--- src/rtl/scanloop_pkg.sv ---
package scanloop_pkg;

    typedef enum logic [1:0] {
        ST_IDLE  = 2'd0,
        ST_LOAD  = 2'd1,
        ST_SHIFT = 2'd2,
        ST_CHECK = 2'd3
    } loop_state_e;

endpackage

--- src/rtl/scanloop_seq.sv ---
module scanloop_seq
    import scanloop_pkg::*;
#(
    parameter int TOTAL = 32
) (
    input  logic clk,
    input  logic rst_n,
    input  logic start,
    input  logic pat_ok,
    output logic busy,
    output logic load,
    output logic shift,
    output logic done,
    output logic fail
);

    localparam int CW = $clog2(TOTAL + 1);

    typedef struct packed {
        loop_state_e     st;
        logic [CW-1:0]   cnt;
        logic            done;
        logic            fail;
    } seq_t;

    seq_t seq_d, seq_q;

    always_comb begin
        seq_d      = seq_q;
        seq_d.done = 1'b0;
        unique case (seq_q.st)
            ST_IDLE: begin
                if (start) begin
                    seq_d.st   = ST_LOAD;
                    seq_d.fail = 1'b0;
                end
            end
            ST_LOAD: begin
                seq_d.st  = ST_SHIFT;
                seq_d.cnt = CW'(TOTAL - 1);
            end
            ST_SHIFT: begin
                if (seq_q.cnt == '0) begin
                    seq_d.st = ST_CHECK;
                end else begin
                    seq_d.cnt = seq_q.cnt - 1'b1;
                end
            end
            ST_CHECK: begin
                seq_d.st   = ST_IDLE;
                seq_d.fail = ~pat_ok;
                seq_d.done = 1'b1;
            end
            default: seq_d.st = ST_IDLE;
        endcase
    end

    always_ff @(posedge clk or negedge rst_n) begin
        if (!rst_n) begin
            seq_q <= '{st: ST_IDLE, cnt: '0, done: 1'b0, fail: 1'b0};
        end else begin
            seq_q <= seq_d;
        end
    end

    assign busy  = (seq_q.st != ST_IDLE);
    assign load  = (seq_q.st == ST_LOAD);
    assign shift = (seq_q.st == ST_SHIFT);
    assign done  = seq_q.done;
    assign fail  = seq_q.fail;

endmodule

--- src/rtl/scanloop_patregs.sv ---
module scanloop_patregs #(
    parameter int PAT_W = 4
) (
    input  logic clk,
    input  logic rst_n,
    input  logic load,
    input  logic shift,
    input  logic ring_in,
    output logic ring_out,
    output logic pat_ok
);

    typedef struct packed {
        logic [PAT_W-1:0] zeros;
        logic [PAT_W-1:0] ones;
    } pat_t;

    pat_t pat_d, pat_q;
    logic [PAT_W-1:0] zeros_sh, ones_sh;

    generate
        if (PAT_W == 1) begin : g_single
            assign zeros_sh = ring_in;
            assign ones_sh  = pat_q.zeros;
        end else begin : g_multi
            assign zeros_sh = {pat_q.zeros[PAT_W-2:0], ring_in};
            assign ones_sh  = {pat_q.ones[PAT_W-2:0], pat_q.zeros[PAT_W-1]};
        end
    endgenerate

    always_comb begin
        pat_d = pat_q;
        if (load) begin
            pat_d.zeros = '0;
            pat_d.ones  = '1;
        end else if (shift) begin
            pat_d.zeros = zeros_sh;
            pat_d.ones  = ones_sh;
        end
    end

    always_ff @(posedge clk or negedge rst_n) begin
        if (!rst_n) begin
            pat_q <= '{zeros: '0, ones: '1};
        end else begin
            pat_q <= pat_d;
        end
    end

    assign ring_out = pat_q.ones[PAT_W-1];
    assign pat_ok   = (pat_q.zeros == '0) && (pat_q.ones == '1);

endmodule

--- src/rtl/scanloop_bist.sv ---
module scanloop_bist #(
    parameter int CHAIN_LEN = 24,
    parameter int PAT_W     = 4
) (
    input  logic clk,
    input  logic rst_n,
    input  logic start,
    output logic busy,
    output logic done,
    output logic fail,
    input  logic scan_en,
    input  logic scan_in,
    output logic scan_out,
    output logic chain_shift,
    output logic chain_si,
    input  logic chain_so,
    input  logic func_en_in,
    output logic func_en_out
);

    localparam int TOTAL = CHAIN_LEN + 2 * PAT_W;

    logic load, shift, pat_ok, ring_out;

    scanloop_seq #(.TOTAL(TOTAL)) u_seq (
        .clk    (clk),
        .rst_n  (rst_n),
        .start  (start),
        .pat_ok (pat_ok),
        .busy   (busy),
        .load   (load),
        .shift  (shift),
        .done   (done),
        .fail   (fail)
    );

    scanloop_patregs #(.PAT_W(PAT_W)) u_pat (
        .clk      (clk),
        .rst_n    (rst_n),
        .load     (load),
        .shift    (shift),
        .ring_in  (chain_so),
        .ring_out (ring_out),
        .pat_ok   (pat_ok)
    );

    always_comb begin
        if (busy) begin
            chain_si    = ring_out;
            chain_shift = shift;
            scan_out    = 1'b0;
            func_en_out = 1'b0;
        end else begin
            chain_si    = scan_in;
            chain_shift = scan_en;
            scan_out    = chain_so;
            func_en_out = func_en_in;
        end
    end

endmodule

--- config.mk ---
export PLATFORM = sky130hd
export DESIGN_NAME = scanloop_bist
export DESIGN_NICKNAME = d
export VERILOG_FILES = /design/src/rtl/scanloop_pkg.sv /design/src/rtl/scanloop_seq.sv /design/src/rtl/scanloop_patregs.sv /design/src/rtl/scanloop_bist.sv
export SDC_FILE = /design/constraint.sdc
export NUM_CORES = 1
export LEC_CHECK = 0
export BUFFER_PORTS_ARGS = -buffer_cell sky130_fd_sc_hd__buf_4
export CAP_MARGIN = 10
export CORE_MARGIN = 4
export CORE_UTILIZATION = 59
export DETAILED_ROUTE_END_ITERATION = 8
export PLACE_DENSITY_LB_ADDON = 0.2
export REMOVE_ABC_BUFFERS = 1
export SYNTH_ARGS = -nofsm -noshare
export SYNTH_HDL_FRONTEND = slang
export SYNTH_SLANG_ARGS = --single-unit
export TNS_END_PERCENT = 20
--- constraint.sdc ---
create_clock -name clk -period 2.55 [get_ports clk]
set_clock_uncertainty 0.05 [all_clocks]
set_input_delay 0 -clock clk [delete_from_list [all_inputs] [get_ports clk]]
set_output_delay 0 -clock clk [all_outputs]
set_load 0.03 [all_outputs]
Word-level counts from Yosys, hierarchy flattened
Index checks and enable logic that the tools add are counted.
{ "word_totals": {"regBits": 18, "latchBits": 0, "ram_bits": 0, "romBits": 0, "in_bits": 7, "output_inout_bits": 7, "word_cells": 39, "memories": 0} }
{ "op_classes": {"addsub": 1, "mul": 0, "div": 0, "n_lt_le_gt_ge": 0, "n_eq_ne": 7, "n_shift": 0, "n_mux": 14, "bitwise": 1, "reduce_logical": 10} }
{ "ops": {"columns": ["cell", "count"], "rows": [
  ["$mux W8", 2],
  ["$pmux W6 S2", 1],
  ["$pmux W2 S4", 1],
  ["$logic_not A6 Y1", 1],
  ["$mux W1", 6],
  ["$mux W6", 1],
  ["$reduce_and A2 Y1", 3],
  ["$reduce_bool A2 Y1", 3],
  ["$sub A6 B1 Y6 const B", 1],
  ["$eq A2 B2 Y1 const B", 2],
  ["$eq A4 B4 Y1 const B", 1],
  ["$logic_not A4 Y1", 1],
  ["$mux W2", 2],
  ["$ne A2 B2 Y1 const B", 2],
  ["$eq A2 B1 Y1 const B", 1],
  ["$logic_not A2 Y1", 1],
  ["$ne A2 B1 Y1 const B", 1],
  ["$pmux W1 S2", 1],
  ["$logic_and A1 B1 Y1", 1],
  ["$not A1 Y1", 1]
]} }

Logic depth before layout (Yosys ltp)
Gate-level depths: netlist (run 1).
{ "depth": {"depth_word": 4, "mapped_depth": 6} }

Cells and area by module
A second synthesis (run 1) with hierarchy kept.
{ "hier_totals": {"hier_cells": 98, "area_unflattened_um2": 1038.5} }
{ "by_module_without_submodules": {"columns": ["mod", "n_inst", "cells_per_inst", "area_per_inst_um2"], "rows": [
  ["scanloop_seq", 1, 65, 634.4],
  ["scanloop_patregs", 1, 29, 364.1],
  ["scanloop_bist", 1, 4, 40.0]
]} }

Least setup slack after synthesis (run 1)
Ideal clock, no wire load.
{ "synth_path": {"kind": "register to register", "startpoint": "register u_seq.seq_q[8] (netlist name)", "endpoint": "register u_seq.seq_q, in the netlist u_seq.fail", "setup_time_ns": 0.125, "arrival_time_ns": 1.330, "required_ns": 2.375, "setup_slack_ns": 1.045, "path_stages_with_launch": 7, "path_buffers": 1, "synth_period_minus_slack_ns": 1.505, "path_cell_list": "dfrtp_1 inv_1 ha_1 clkbuf_1 inv_1 o221ai_1 nand2_1"} }
{ "synth_via": {"elab_chain_cells": 3} }
{ "synth_rtl": {"columns": ["item", "line_no", "source"], "rows": [
  ["start: declaration", "scanloop_seq.sv:26", "seq_t seq_d, seq_q;"],
  ["start signal: assignment", "scanloop_seq.sv:60", "seq_q <= '{st: ST_IDLE, cnt: '0, done: 1'b0, fail: 1'b0};"],
  ["start signal: assignment", "scanloop_seq.sv:62", "seq_q <= seq_d;"],
  ["$eq A2 B2 Y1 or $logic_not A2 Y1 (tied branches)", "scanloop_seq.sv:31", "unique case (seq_q.st)"],
  ["$reduce_bool A2 Y1 (no source line) or $ne A2 B2 Y1 (tied branches)", null, null],
  ["$reduce_and A2 Y1 (no source line)", null, null]
]} }
Several ways; a longest one is shown, not always the timed one.
A chain may end at the register's enable or synchronous reset.

Worst setup path after layout (run 1)
{ "layout_path": {"startpoint": "register u_seq.seq_q[8] (netlist name)", "endpoint": "output port chain_shift"} }
{ "layout_via": {"elab_chain_cells": 2} }
{ "layout_rtl": {"columns": ["item", "line_no", "source"], "rows": [
  ["$eq A2 B2 Y1 or $reduce_bool A2 Y1 (tied branches)", "scanloop_seq.sv:68, scanloop_seq.sv:66", null],
  ["$mux W1 (*)", "scanloop_bist.sv:48", "if (busy) begin"],
  ["end: declaration", "scanloop_bist.sv:14", "output logic chain_shift,"]
]} }
Every way passes the cells marked *; elsewhere a longest branch is shown, timed or not.

==> out/results.env, run 1 <==
STATUS='completed'
LAYOUTNONFILLERINSTCOUNT=135
POST_DP_CELL_AREA_UM2=1094
MINIMUM_CLOCK_PERIOD_NS=1.814
YOSYS.CELL_TYPES.COUNT=31
DIE_W_UM=49.06
TOTAL_DIE_AREA_UM2=2407
HPWL_UM=1442
DETAILROUTE.VIA_COUNT=792
CLOCK_SLEW_AT_THE_REGISTER_CLOCK_PINS_OF_THE_WORST_SETUP_AND_HOLD_PATHS_NS=0.10
WORST_SKEW_PAIR.LATE_LATENCY_NS=0.29
NUM_ROWS=14
SYNTHDOMINANTAREACELLTYPE='dfrtp_1'
H-TREE-DEPTH=1
MAX_FREQ_GHz=0.5511
CTSROOTBUFFERMASTER='clkbuf_4'
CRITICAL_PATH_CLASS='register to primary output'
TRITONCTS='built'
CTS_MADE_BUFFERS=3
FINAL_MAX_SLEW_VIOLS=0
MIN-DELAY-PATH-CLASS='input pin to async pin'
SEQ_AREA_FRAC_SYNTH=0.4579
SYNTHESIS.INSTANCES=104
FLOORPLAN.INITIALDENSITY=0.6453
RELSLEWSLACK=0.6929
AVGSYNTHCELLAREA_UM2=9.564
WORST_IR_DROP_VDD_V=0.0008259
SETUP_VIOL=0
CTS.PATH.MAX_BUFFERS=2
FIRST_GLOBAL_VIAS=790
CRIT_ARRIVAL_NS=1.76
R2R_SETUP_SLACK_NS=0.99
GLOBALPLACE.CONGESTION=0.7252
TIMING.CRITICAL_PATH.FANOUT_MAX=9
IO_BUFFER_COUNT=13
POST_SYNTHESIS_INSTANCE_AREA_UM2=994.7
SHARE_OF_FINAL_LAYOUT_STANDARD_CELLS_STRONGER_THAN_DRIVE_STRENGTH_1=0.2185
POWER_PER_CELL_AREA_nW_PER_UM2=1268
TOTAL_LEAKAGE_POWER_uW=0.0005262
STARTPOINT_TYPE='register'
TOT_GR_TRACK_USE=0.1914
GRT_FIRST_PASS_WIRELENGTH_UM=3615
YS_FF_LATCH=18
WORSTREG2REGSTART='u_seq.seq_q[8]'
MAX-CAP-VIOLATIONS=0
TIMING.REG2REG.WORST_PATH_DEPTH=5
FIRSTDRTPASSITERS=4
DRC_ERRORS=0
POST_CTS_RESIZED=0
CTS_NUM_SINKS=18
DIE_H_UM=49.06
GRT_START_MAX_NET_PINS=19
PLACEABLECOREAREA_UM2=1541
GLOBALROUTE.TOTALOVERFLOW=0
WORSTSETUPENDPOINTTYPE='primary output'
SYNTH_TOP_CELLS_BY_AREA='dfrtp_1 35%, dfstp_2 11%, ha_1 7.5%, nor2_1 5.7%, inv_1 3.8%'
ANTENNA_VIOLATIONS_BEFORE_REPAIR=0
WORST_R2R_ENDPOINT='u_seq.seq_q[7]'
WORST_EP_REQUIRED_TIME_NS=2.50
SYNTH.TOP_CELL.AREA_SHARE=0.3522
FINALCRITPERIODSHARE=0.7116
FINALNETCOUNT=133
NUMBER_OF_ROUTED_NETS_WITH_ANTENNA_VIOLATIONS=0
YOSYSWARNINGS=0
RSZ_0062_RAISED_AFTER_GLOBAL_ROUTING='no'
DRT-INITIAL-DRC-COUNT=20
TOTALWIRELENGTH_UM=2050
TOP_LEVEL_I_O_COUNT=14
DESIGN_AREA_UM2=1160
ROUTE.DETAILED.WL_PER_INST_UM=15.19
WORST_SLEW_PIN_SLEW_NS=0.4606
FINAL_CORE_UTIL=0.7524
DIODES=0
SETUP-TNS-FINAL_NS=0
AREA_ADDED_BETWEEN_SYNTHESIS_AND_FINISH_PCT=16.60
N_FILL_CELL=96
FINALHOLDVIOLATIONS=0
NUMPLACEDINSTANCES=128
ROUTE.DETAILED.VIAS_PER_INST=5.867
[flip-flops by register name (all words and copies together), names as in the netlist]
register	count
u_seq.seq_q	8
u_pat.ones_sh	4
u_pat.pat_q	3
u_pat.ring_out	1
u_seq.done	1
u_seq.fail	1
[worst max-delay path, stage by stage, from the launching register on]
cell,delay (ns)
dfrtp_1,0.42
inv_1,0.13
ha_1,0.37
mux2_2,0.38
buf_4,0.17
[cell usage after synthesis]
cell,count
nand3_1,1
nor2b_1,2
clkbuf_1,5
o21ai_0,5
or4_1,1
o211ai_1,2
nor3b_1,1
and2_1,2
o311ai_1,1
o21ai_4,1
o22ai_1,1
o21a_1,1
dfstp_2,4
or3_4,1
o31ai_1,3
nand2b_1,2
dfrtp_1,14
a21oi_1,5
a2bb2oi_1,2
mux2i_1,2
nand4_1,3
inv_1,10
nor2_1,15
o211ai_2,1
nand2_1,4
or3_1,1
nand3b_1,4
ha_1,6
o221ai_1,1
nor3_1,1
mux2_2,2
[cell type report]
cell class	count	area (um^2)	area share
clock buffer	4	36.28	0.03128
inverter	10	37.54	0.03236
multi-input combinational	71	483.0	0.4164
sequential	18	455.4	0.3927
tap	16	20.02	0.01726
timing repair buffer	16	127.6	0.1100
[cells in the final DEF (no fill, tap or decap)]
cell,count
o311ai_1,1
mux2_2,2
nor3b_1,1
and2_1,2
clkbuf_4,3
nor3_1,1
nand3b_1,4
dfstp_2,4
or3_4,1
nand2b_1,2
o221ai_1,1
o21a_1,1
nor2b_1,2
o21ai_4,1
inv_1,10
nand4_1,3
or4_1,1
clkbuf_8,1
o211ai_2,1
o22ai_1,1
nand3_1,1
mux2i_1,2
a2bb2oi_1,2
nor2_1,15
dlygate4sd3_1,3
buf_4,13
o211ai_1,2
or3_1,1
ha_1,6
nand2_1,4
o21ai_0,5
a21oi_1,5
dfrtp_1,14
o31ai_1,3
[power breakdown]
part,switching (uW),internal [uW],total [uW],leakage [uW]
clock,87.4,87.0,174,0.0000210
combinational,487,312,799,0.000298
sequential,87.3,410,497,0.000207
total,662,809,1470,0.000526
[per-layer routing]
metal | up-vias | global-route usage | share of wire
met5 | - | 0 | 0
met4 | 0 | 0.08072 | 0.024
met3 | 7 | 0.03670 | 0.056
met2 | 27 | 0.3004 | 0.46
met1 | 367 | 0.2554 | 0.46
li1 | 391 | - | -
[worst max path at each step]
stage | start | end
detailed placement | u_seq.seq_q[8] | u_seq.seq_q[7]
floorplan | u_seq.seq_q[8] | u_seq.fail
global route | u_seq.seq_q[8] | chain_shift
CTS | u_seq.seq_q[8] | chain_shift
finish | u_seq.seq_q[8] | chain_shift
global placement | u_seq.seq_q[8] | u_seq.seq_q[7]
[stage by stage]
| stage | setup WS [ns] | hold WS, ns | total power, uW |
|---|---|---|---|
| after floorplan | 1.154 | -0.3456 | 1068 |
| after global placement | 1.075 | -0.1715 | 1256 |
| after detailed placement | 1.016 | -0.1716 | 1287 |
| after CTS | 0.7621 | 0.05092 | 1466 |
| after global routing | 0.6722 | 0.06035 | 1580 |
| final | 0.7355 | 0.04728 | 1470 |
[what timing repair did]
item / 4_1_cts / 5_1_grt
hold buffers: 3 / 0
buffers inserted: 0 / 0
hold endpoints to repair: 21 / 0
[cells by family after synthesis]
kind of cell / synth area share
AOI/OAI and AO/OA: 0.1660
adders and majority gates: 0.07547
buffers and inverters: 0.05661
DFF: 0.4579
muxes: 0.04277
and+or+nand+nor: 0.2012
(Power assumes the default switching activity.)
==> run 2, diff against run 1 <==
CORE_UTILIZATION = 49   (was 59)
clock period = 1.6 ns   (was 2.55 ns; I/O delays follow)
==> run 2 against run 1 <==
Via count is 1.9% higher. Die area is 17% higher. Clock-buffer cell count stayed put. Non-clock buffer count is 7 higher. Design area is 6.7% higher. Sequential share of layout area is 2.4 points lower. Largest power group unchanged. Clock power is 35% higher. Combinational power is 88% higher. Sequential cell count stayed put. Power is 71% higher.
==> out/results.env, run 2 (synthesis gave the netlist of run 1 again) <==
STATUS='completed'
FINALCRITPERIODSHARE=0.9587
DETAILROUTE.VIA_COUNT=807
TRITONCTS='built'
GRT_START_MAX_NET_PINS=19
FINALHOLDVIOLATIONS=0
TOTAL_LEAKAGE_POWER_uW=0.0005542
POWER_uW=2517
FIRSTDRTPASSITERS=4
GRT_FIRST_PASS_WIRELENGTH_UM=3415
NUMBER_OF_ROUTED_NETS_WITH_ANTENNA_VIOLATIONS=0
SETUP-TNS-FINAL_NS=0
REGMOSTFLOPS='u_seq.seq_q'
GLOBALPLACE.CONGESTION=0.8552
ROUTE.DETAILED.WL_PER_INST_UM=13.51
ANTENNA_VIOLATIONS_BEFORE_REPAIR=0
WORST_EP_REQUIRED_TIME_NS=1.55
TIMING.REG2REG.WORST_PATH_DEPTH=5
CLOCK_SLEW_AT_THE_REGISTER_CLOCK_PINS_OF_THE_WORST_SETUP_AND_HOLD_PATHS_NS=0.10
WORST_SKEW_PAIR.LATE_LATENCY_NS=0.29
CRITICAL_PATH_CLASS='register to primary output'
TOTALWIRELENGTH_UM=2067
ROUTE.DETAILED.VIAS_PER_INST=5.275
DRT-INITIAL-DRC-COUNT=12
DIE_W_UM=53.06
FIRST_GLOBAL_VIAS=784
CRITICAL_PATH.CELL_CHAIN='inv_2 > ha_4 > mux2_2 > buf_4'
N_FILL_CELL=164
NUM_ROWS=16
RELSLEWSLACK=0.7232
DRC_ERRORS=0
IO_BUFFER_COUNT=13
WORST_PATH_MAX_DELAY_CELL='dfrtp_2'
HOLDWS_NS=0.05334
H-TREE-DEPTH=1
TOP_LEVEL_I_O_COUNT=14
FINAL_MAX_SLEW_VIOLS=0
CTS_NUM_SINKS=18
LAYOUT_COMMON_CELLS='18 x buf_4, 15 x nor2_1, 13 x dfrtp_1, 8 x inv_1'
PLACEMENT.SETUP.WORST_SLACK_NS=0.1355
WORST_IR_DROP_VDD_V=0.001189
TIMING.CRITICAL_PATH.FANOUT_MAX=6
WORST_SLEW_PIN_SLEW_NS=0.4152
FLOORPLAN.INITIALDENSITY=0.5122
MAX-CAP-VIOLATIONS=0
SHARE_OF_FINAL_LAYOUT_STANDARD_CELLS_STRONGER_THAN_DRIVE_STRENGTH_1=0.2857
FINALNETCOUNT=140
R2R_SETUP_SLACK_NS=0.11
HPWL_UM=1385
MAX_FREQ_GHz=0.6519
SETUP_SLACK_NS=0.06600
MINIMUM_CLOCK_PERIOD_NS=1.534
SETUP_VIOL=0
MIN-DELAY-PATH-CLASS='input pin to async pin'
CTS_MADE_BUFFERS=3
CTSROOTBUFFERMASTER='clkbuf_4'
POWER_PER_CELL_AREA_nW_PER_UM2=2034
LARGEST_REGISTER_FF_COUNT=8
WORSTSETUPENDPOINTTYPE='primary output'
CTS.PATH.MAX_BUFFERS=2
TOTAL_DIE_AREA_UM2=2815
DIE_H_UM=53.06
FINAL_COMMON_CELL='buf_4'
TOT_GR_TRACK_USE=0.1734
CRIT_ARRIVAL_NS=1.48
STARTPOINT_TYPE='register'
SLOWEST_DELAY_NS=0.45
DIODES=0
GLOBALROUTE.TOTALOVERFLOW=0
PLACEABLECOREAREA_UM2=1942
AREA_ADDED_BETWEEN_SYNTHESIS_AND_FINISH_PCT=24.40
run 2: cell count changes in the layout (fill, tap and decap cells not counted), sizes merged:
| cell | before | now |
|---|---|---|
| buf | 13 | 20 |
run 2: per-stage QoR:
| step | cells | cell area [um^2] | util |
|---|---|---|---|
| after CTS | 150 | 1210 | 0.6231 |
| after global routing | 153 | 1237 | 0.6372 |
| after floorplan | 99 | 975.9 | - |
| after global placement | 141 | 1122 | 0.5780 |
| after detailed placement | 141 | 1122 | 0.5780 |
| final | 153 | 1237 | 0.6372 |
run 2: per-layer routing:
layer	track usage	wire (um)
met1	0.2153	978
met2	0.2913	1029
met3	0.03380	45
met4	0.07234	14
met5	0	0
run 2: area by class of cell:
class	instances	area [um^2]	share of cell area
clock buffers	4	26.28	0.02123
flip-flops and latches	18	456.7	0.3691
repair buffers	23	187.7	0.1517
inverters	10	37.54	0.03033
well taps	27	33.78	0.02730
multi-input cells	71	495.5	0.4004
run 2: power by group:
group	total, uW	leakage [uW]	switching (uW)	internal (uW)
combinational	1500	0.000333	826	676
sequential	780	0.000206	125	655
clock	235	0.0000150	138	96.8
run 2: path summary, 6_finish.rpt:
path | from | to
worst max-delay path | u_seq.seq_q[9] | chain_si
worst min-delay path | rst_n | u_seq.fail
worst max register to register | u_seq.seq_q[9] | u_seq.seq_q[3]
worst min register to register | u_pat.ones_sh[2] | u_pat.ones_sh[2]
max in group asynchronous | rst_n | u_pat.ones_sh[2]
min in group clk | func_en_in | func_en_out
run 2: critical path, delay by kind of cell (launching register included):
kind / cells / cell delay (ns)
buf+inv: 2 / 0.26
fa+ha+maj: 1 / 0.16
flops: 1 / 0.45
mux: 1 / 0.33
run 2: what timing repair did:
item / 4_1_cts / 5_1_grt
hold endpoints to repair: 21 / 0
gates resized for setup: 5 / 2
hold buffers: 3 / 0
setup buffers: 2 / 3
gates cloned: 0 / 0
endpoints found under the setup margin: 2 / 3
